===== src/rtl/exp_window_splitter.sv =====
module exp_window_splitter #(
  parameter int M = 16,
  parameter int K = 4,
  parameter int Q = 2
) (
  input  logic                       clk,
  input  logic                       rst_n,
  input  logic                       start,
  input  logic [M-1:0]               exp_in,
  input  logic                       rec_ready,
  output logic                       rec_valid,
  output logic                       rec_nz,
  output logic                       rec_lead,
  output logic [$clog2(M+1)-1:0]     rec_len,
  output logic [K-1:0]               rec_val,
  output logic                       done,
  output logic [$clog2(M+1)-1:0]     zero_cnt,
  output logic [$clog2(M+1)-1:0]     nz_cnt
);
  localparam int LW = $clog2(M+1);

  typedef enum logic [1:0] {S_IDLE, S_ZW, S_NZ, S_FIN} st_t;
  st_t st;

  logic [M-1:0]  sh;
  logic [LW-1:0] rem, zl, nl, tz;
  logic [K-1:0]  win;
  logic          first;

  wire          slot_free = !rec_valid || rec_ready;
  wire          adv       = (st == S_ZW || st == S_NZ) && slot_free;
  wire          b         = sh[M-1];
  wire          have_bit  = (rem != '0);
  wire [K-1:0]  nwin      = {win[K-2:0], b};
  wire [LW-1:0] nn        = nl + LW'(1);
  wire [LW-1:0] ntz       = b ? '0 : tz + LW'(1);
  wire          cut       = (!b && ntz == LW'(Q)) || nn == LW'(K);

  logic          e_v, e_nz;
  logic [LW-1:0] e_len;
  logic [K-1:0]  e_val;

  always_comb begin
    e_v = 1'b0; e_nz = 1'b0; e_len = '0; e_val = '0;
    if (adv) begin
      if (have_bit) begin
        if (st == S_ZW && b && zl != '0) begin
          e_v = 1'b1; e_len = zl;
        end else if (st == S_NZ && cut) begin
          e_v = 1'b1; e_nz = 1'b1; e_len = nn - ntz; e_val = nwin >> ntz;
        end
      end else if (st == S_NZ) begin
        e_v = 1'b1; e_nz = 1'b1; e_len = nl - tz; e_val = win >> tz;
      end else if (zl != '0) begin
        e_v = 1'b1; e_len = zl;
      end
    end
  end

  always_ff @(posedge clk or negedge rst_n) begin
    if (!rst_n) begin
      st <= S_IDLE; sh <= '0; rem <= '0; zl <= '0; nl <= '0; tz <= '0;
      win <= '0; first <= 1'b0; done <= 1'b0;
      rec_valid <= 1'b0; rec_nz <= 1'b0; rec_lead <= 1'b0;
      rec_len <= '0; rec_val <= '0; zero_cnt <= '0; nz_cnt <= '0;
    end else begin
      if (rec_valid && rec_ready) begin
        rec_valid <= 1'b0;
        if (rec_nz) nz_cnt <= nz_cnt + LW'(1);
        else        zero_cnt <= zero_cnt + LW'(1);
      end
      if (e_v) begin
        rec_valid <= 1'b1;
        rec_nz    <= e_nz;
        rec_lead  <= first && !e_nz;
        rec_len   <= e_len;
        rec_val   <= e_val;
        first     <= 1'b0;
      end
      case (st)
        S_IDLE: if (start) begin
          st <= S_ZW; sh <= exp_in; rem <= LW'(M); zl <= '0;
          first <= 1'b1; done <= 1'b0; zero_cnt <= '0; nz_cnt <= '0;
        end
        S_ZW: if (adv) begin
          if (have_bit) begin
            sh <= sh << 1; rem <= rem - LW'(1);
            if (b) begin
              st <= S_NZ; win <= K'(1); nl <= LW'(1); tz <= '0; zl <= '0;
            end else zl <= zl + LW'(1);
          end else st <= S_FIN;
        end
        S_NZ: if (adv) begin
          if (have_bit) begin
            sh <= sh << 1; rem <= rem - LW'(1);
            if (cut) begin
              st <= S_ZW; zl <= ntz;
            end else begin
              win <= nwin; nl <= nn; tz <= ntz;
            end
          end else begin
            st <= S_ZW; zl <= tz;
          end
        end
        S_FIN: if (slot_free) begin
          st <= S_IDLE; done <= 1'b1;
        end
        default: st <= S_IDLE;
      endcase
    end
  end

  assert_stall_hold_R8: assert property (@(posedge clk) disable iff (!rst_n)
    rec_valid && !rec_ready |=> rec_valid && $stable(rec_nz) && $stable(rec_len)
                                && $stable(rec_val) && $stable(rec_lead));
  assert_odd_value_R4: assert property (@(posedge clk) disable iff (!rst_n)
    rec_valid && rec_nz |-> rec_val[0]);
  assert_len_cap_R6: assert property (@(posedge clk) disable iff (!rst_n)
    rec_valid && rec_nz |-> rec_len <= LW'(K) && rec_len != '0);
  assert_zero_win_R3: assert property (@(posedge clk) disable iff (!rst_n)
    rec_valid && !rec_nz |-> rec_val == '0 && rec_len != '0);
  assert_lead_zero_R7: assert property (@(posedge clk) disable iff (!rst_n)
    rec_valid && rec_lead |-> !rec_nz);
  assert_done_quiet_R9: assert property (@(posedge clk) disable iff (!rst_n)
    done |-> !rec_valid);
endmodule


===== config.mk =====
export PLATFORM = sky130hd
export DESIGN_NAME = exp_window_splitter
export DESIGN_NICKNAME = d
export VERILOG_FILES = /design/src/rtl/exp_window_splitter.sv
export SDC_FILE = /design/constraint.sdc
export NUM_CORES = 1
export LEC_CHECK = 0
export BUFFER_PORTS_ARGS = -buffer_cell sky130_fd_sc_hd__buf_2
export CAP_MARGIN = 15
export CELL_PAD_IN_SITES_DETAIL_PLACEMENT = 1
export CELL_PAD_IN_SITES_GLOBAL_PLACEMENT = 1
export CORE_MARGIN = 3
export CORE_UTILIZATION = 49
export CTS_CLUSTER_DIAMETER = 150
export DETAILED_ROUTE_END_ITERATION = 10
export GPL_TIMING_DRIVEN = 0
export PLACE_DENSITY = 0.92
export SETUP_SLACK_MARGIN = 0.5
export SYNTH_ARGS = -nofsm -noshare
export SYNTH_HDL_FRONTEND = slang
export SYNTH_SLANG_ARGS = --single-unit

===== constraint.sdc =====
create_clock -name clk -period 7.6 [get_ports clk]
set_input_delay 1.14 -clock clk [delete_from_list [all_inputs] [get_ports clk]]
set_output_delay 1.14 -clock clk [all_outputs]
set_load 0.02 [all_outputs]

# == Word-level counts from Yosys, hierarchy flattened ==
# Index checks and enable logic that the tools add are counted.
# word_totals
reg_bits,66
inputBits,20
out_inout_bits,23
word_cells,154
# classes
add_sub_neg,8
eq_ne,17
shift,2
n_mux,84
reduce_logical,27
# op_table
operator,count
$mux W5,37
$mux W16,3
$mux W4,11
$pmux W16 S2,1
$pmux W5 S2,3
$add A5 B1 Y5 const B,5
$mux W1,17
$mux W2,8
$ne A2 B2 Y1 const B,8
$pmux W5 S3,1
$reduce_and A6 Y1,2
$reduce_bool A5 Y1,2
$shr A4 B5 Y4,2
$sub A5 B5 Y5,2
$pmux W2 S4,1
$pmux W4 S2,1
$reduce_bool A2 Y1,4
$logic_and A1 B1 Y1,7
$reduce_and A7 Y1,1
$ne A3 B3 Y1 const B,2
$eq A5 B2 Y1 const B,1
$eq A5 B3 Y1 const B,1
$sub A5 B1 Y5 const B,1
$eq A2 B2 Y1 const B,2
other kinds (10),15

# == Longest topological paths before layout ==
# logic_depth
depth_word,13
ltp_mapped,11
depth_no_buf,10

# == Least setup slack after synthesis ==
# No wires, ideal clock.
# synth_timing
kind,register to register
startpoint,register tz[0]
endpoint,register rec_len[4]
setup_ns,0.127
arrival_ns,2.494
required_ns,7.473
path_slack_ns,4.979
stages_incl_launch_ff,11
path_buffers,0
synth_period_minus_slack_ns,2.621
cell_sequence,dfrtp_1 > ha_1 > nor2b_1 > inv_1 > fa_1 > a21o_1 > a21oi_1 > xnor2_1 > xnor2_1 > a221oi_1 > o31ai_1
# synth_via
elab_chain_len,10
elab_cells_between_ends,17
classes_between,add/sub: 3; eq/ne: 1; mux: 10; reduce/logical: 3
# synth_rtl
element,line,source
"start, declared",26,"logic [LW-1:0] rem, zl, nl, tz;"
"start signal, assigned",99,win <= nwin; nl <= nn; tz <= ntz;
"parallel branches: the longest is 10 deep, another holds $add A5 B1 Y5",n/a,
"end signal, assigned",76,rec_len <= e_len;
"end, declared",14,"output logic [$clog2(M+1)-1:0] rec_len,"
# Parallel ways; which one is timed is not known.
# A chain may end at the register's enable or synchronous reset.

# == Final worst setup path ==
# Ends and elaborated chain as after synthesis.

==> flow_metrics.tcl <==
set metrics [dict create \
    worst_setup_path_end_kind "register" \
    hold_viol_final 0 \
    tritoncts_num_sinks 66 \
    max-clock-path-buffers 2 \
    cp.required_ns 7.82 \
    clock_tree.root_cell "sky130_fd_sc_hd__clkbuf_8" \
    fp.dieH_um 97.30 \
    layout.filler_cells 937 \
    antenna_found_initial 0 \
    final_cell_mix "66 x sky130_fd_sc_hd__dfrtp_1, 56 x sky130_fd_sc_hd__nand2_1, 46 x sky130_fd_sc_hd__buf_2, 40 x sky130_fd_sc_hd__o21ai_0, 35 x sky130_fd_sc_hd__nor2_1" \
    h-tree-depth 3 \
    relative_slew_slack_pct 45.66 \
    die-area_um2 9466 \
    synth_seq_area_share_pct 40.44 \
    totalWireLength_um 11080 \
    critPathLaunchType "register" \
    critPathArrivalTime_ns 3.30 \
    drive_gt1_share_pct 14.85 \
    synth_ff_type "sky130_fd_sc_hd__dfrtp_1" \
    placement.io_buffers 42 \
    drt_iter0_drc 247 \
    timing.setup.critical_path_class "register to register" \
    avgRoutedWirePerCell_um 18.25 \
    post_synth_main_area_contributors "sky130_fd_sc_hd__dfrtp_1 40%, sky130_fd_sc_hd__mux2i_1 6.4%, sky130_fd_sc_hd__ha_1 6.1%" \
    fp.coreArea_um2 7888 \
    synth_largest_area_cell "sky130_fd_sc_hd__dfrtp_1" \
    placer_congestion_estimate 0.9390 \
    whs_path_depth 2 \
    pwr_density_cell_nw_per_um2 428.6 \
    starting_density_of_the_core_pct 51.78 \
    post_cts_resized 0 \
    wire_length_of_the_first_global_routing_pass_um 18810 \
    layout.nets 542 \
    irDropWorstVdd_uv 238.4 \
    critical_path.max_fanout 6 \
    dpl.hpwl_um 8201 \
    synth-async-reset-ratio_pct 100.0 \
    num_antenna_cells 0 \
    min_period_over_period_pct 40.56 \
    final.min_clock_period_ns 3.082 \
    post-synth-top-area-fraction_pct 40.44 \
    syn_inst 447 \
    first_global_vias 3821 \
    drtAntennaViolNets 0 \
    timing_max_transition_violations_final 0 \
    synth.cell_area_um2 4084 \
    via_count 3617 \
    max_cap_viol_count 0 \
    num_io_pins 43 \
    number_of_enable_flip_flop_cells_after_synthesis 0 \
    area_overhead_vs_synth_pct 12.90 \
    synth_warnings 0 \
    final_common_cell "sky130_fd_sc_hd__dfrtp_1" \
    clk_latency_ns 0.35 \
    cts_tree "built" \
    clock_skew_ns 0.01395 \
    worstRegToRegCells 10 \
    yosys_register_bits 66 \
    p_leak_nw 2.087 \
    final.setup.tns_ns 0 \
    synth_cell_types 56 \
    grt_use_total_pct 24.38 \
    cts-hold-fix-buffers 0 \
    drt_pre_antenna_iters 7 \
    chipWidth_um 97.30 \
    synth_nets 489 \
    remaining_global_route_overflow 0 \
    cts_inserted_buffers 9 \
    postCtsSetupBuffers 0 \
    setup-violations-final 0 \
    worstHoldPathType "register to register" \
    viasPerCell 5.959 \
    cts.reportedPaths.clkPinSlew_ns 0.07 \
    outcome "finished clean" \
    placementRows 32 \
    rsz0062_at_grt "no" \
    drc 0 \
    maximum_number_of_pins_on_one_net_before_global_route_repair 67 \
    worst-slew-pin-transition_ns 0.8152 \
    hold_slack_ns 0.4771 \
    syn_avg_cell_area_um2 9.136 \
    timing.fmax_mhz 324.4 \
]
## layout make-up
type / instances / area, µm² / area share, %
Multi-Input combinational cell: 332 / 2233 / 48.44
Sequential cell: 66 / 1652 / 35.82
Buffer: 25 / 108.9 / 2.361
Clock buffer: 11 / 131.4 / 2.849
Timing Repair Buffer: 42 / 212.7 / 4.613
Inverter: 24 / 90.09 / 1.954
Tap cell: 102 / 127.6 / 2.768
Clock inverter: 5 / 55.05 / 1.194
## final timing paths
path                             from     endpoint  slack (ns)
max                             tz[0]   rec_len[4]        4.52
min                        rec_len[2]   rec_len[2]        0.48
max reg2reg                     tz[0]   rec_len[4]        4.52
min reg2reg                rec_len[2]   rec_len[2]        0.48
max in group asynchronous       rst_n   rec_len[0]        6.18
min in group asynchronous       rst_n  zero_cnt[3]        0.88
## report_power, final
part           total (mW)  switching, mW  internal (mW)
Clock               0.290          0.139          0.151
Combinational        1.12          0.695          0.428
Sequential          0.564         0.0972          0.466
Total                1.98          0.931           1.05
## cells in the mapped netlist, drive strengths merged, types with 7 or more instances
cell type	n
o31ai	7
mux2i	27
xor2	11
clkbuf	16
nand2	56
inv	24
o21ai	43
ha	20
nor2b	7
buf	9
dfrtp	66
xnor2	14
nand3	18
nor2	35
a21oi	18
## logic make-up (layout without fill, tap and decap cells)
group                      after synthesis  in the layout  synth area share (%)
muxes                                   30             30                 7.751
adders and majority gates               22             22                 7.108
DFF                                     66             66                 40.44
and+or+nand+nor                        150            150                 17.65
xor gates and xnor gates                25             25                 5.362
buffers and inverters                   49            107                 4.871
AOI/OAI and AO/OA                      105            105                 16.82
## sequential cells by signal, indices dropped and copies added, names as in the netlist
signal     count
rec_lead       1
rec_valid      1
sh            16
rem            5
rec_len        5
first          1
rec_val        4
zero_cnt       5
st             2
rec_nz         1
nz_cnt         5
nl             5
win            4
done           1
zl             5
tz             5
## worst max-delay path, stage by stage, from the launching register on
cell and delay, ns:
sky130_fd_sc_hd__dfrtp_1 0.46, sky130_fd_sc_hd__ha_1 0.37, sky130_fd_sc_hd__nor2b_1 0.41, sky130_fd_sc_hd__inv_1 0.20, sky130_fd_sc_hd__fa_1 0.46, sky130_fd_sc_hd__a21o_1 0.20
sky130_fd_sc_hd__a21oi_1 0.17, sky130_fd_sc_hd__xnor2_1 0.16, sky130_fd_sc_hd__xnor2_1 0.09, sky130_fd_sc_hd__a221oi_1 0.34, sky130_fd_sc_hd__o31ai_1 0.10
## per-layer routing
metal  routed length, µm  vias up  track usage [%]
met5                   0        -                0
li1                    -     1677                -
met3                 528       30            4.523
met2                5279      104            40.50
met1                4956     1806            31.53
met4                 312        0            9.585
## metrics by stage
step | util, % | area [µm²] | std cells | setup slack, ns | power, mW
2_1_floorplan | - | 4084 | 447 | 4.979 | 1.379
3_3_place_gp | 56.06 | 4422 | 591 | 4.632 | 1.616
3_5_place_dp | 56.09 | 4424 | 591 | 4.576 | 1.679
4_1_cts | 58.45 | 4611 | 607 | 4.537 | 1.983
5_1_grt | 58.45 | 4611 | 607 | 4.371 | 2.156
6_report | 58.45 | 4611 | 607 | 4.518 | 1.976
Power figures use the tool's default switching activity.
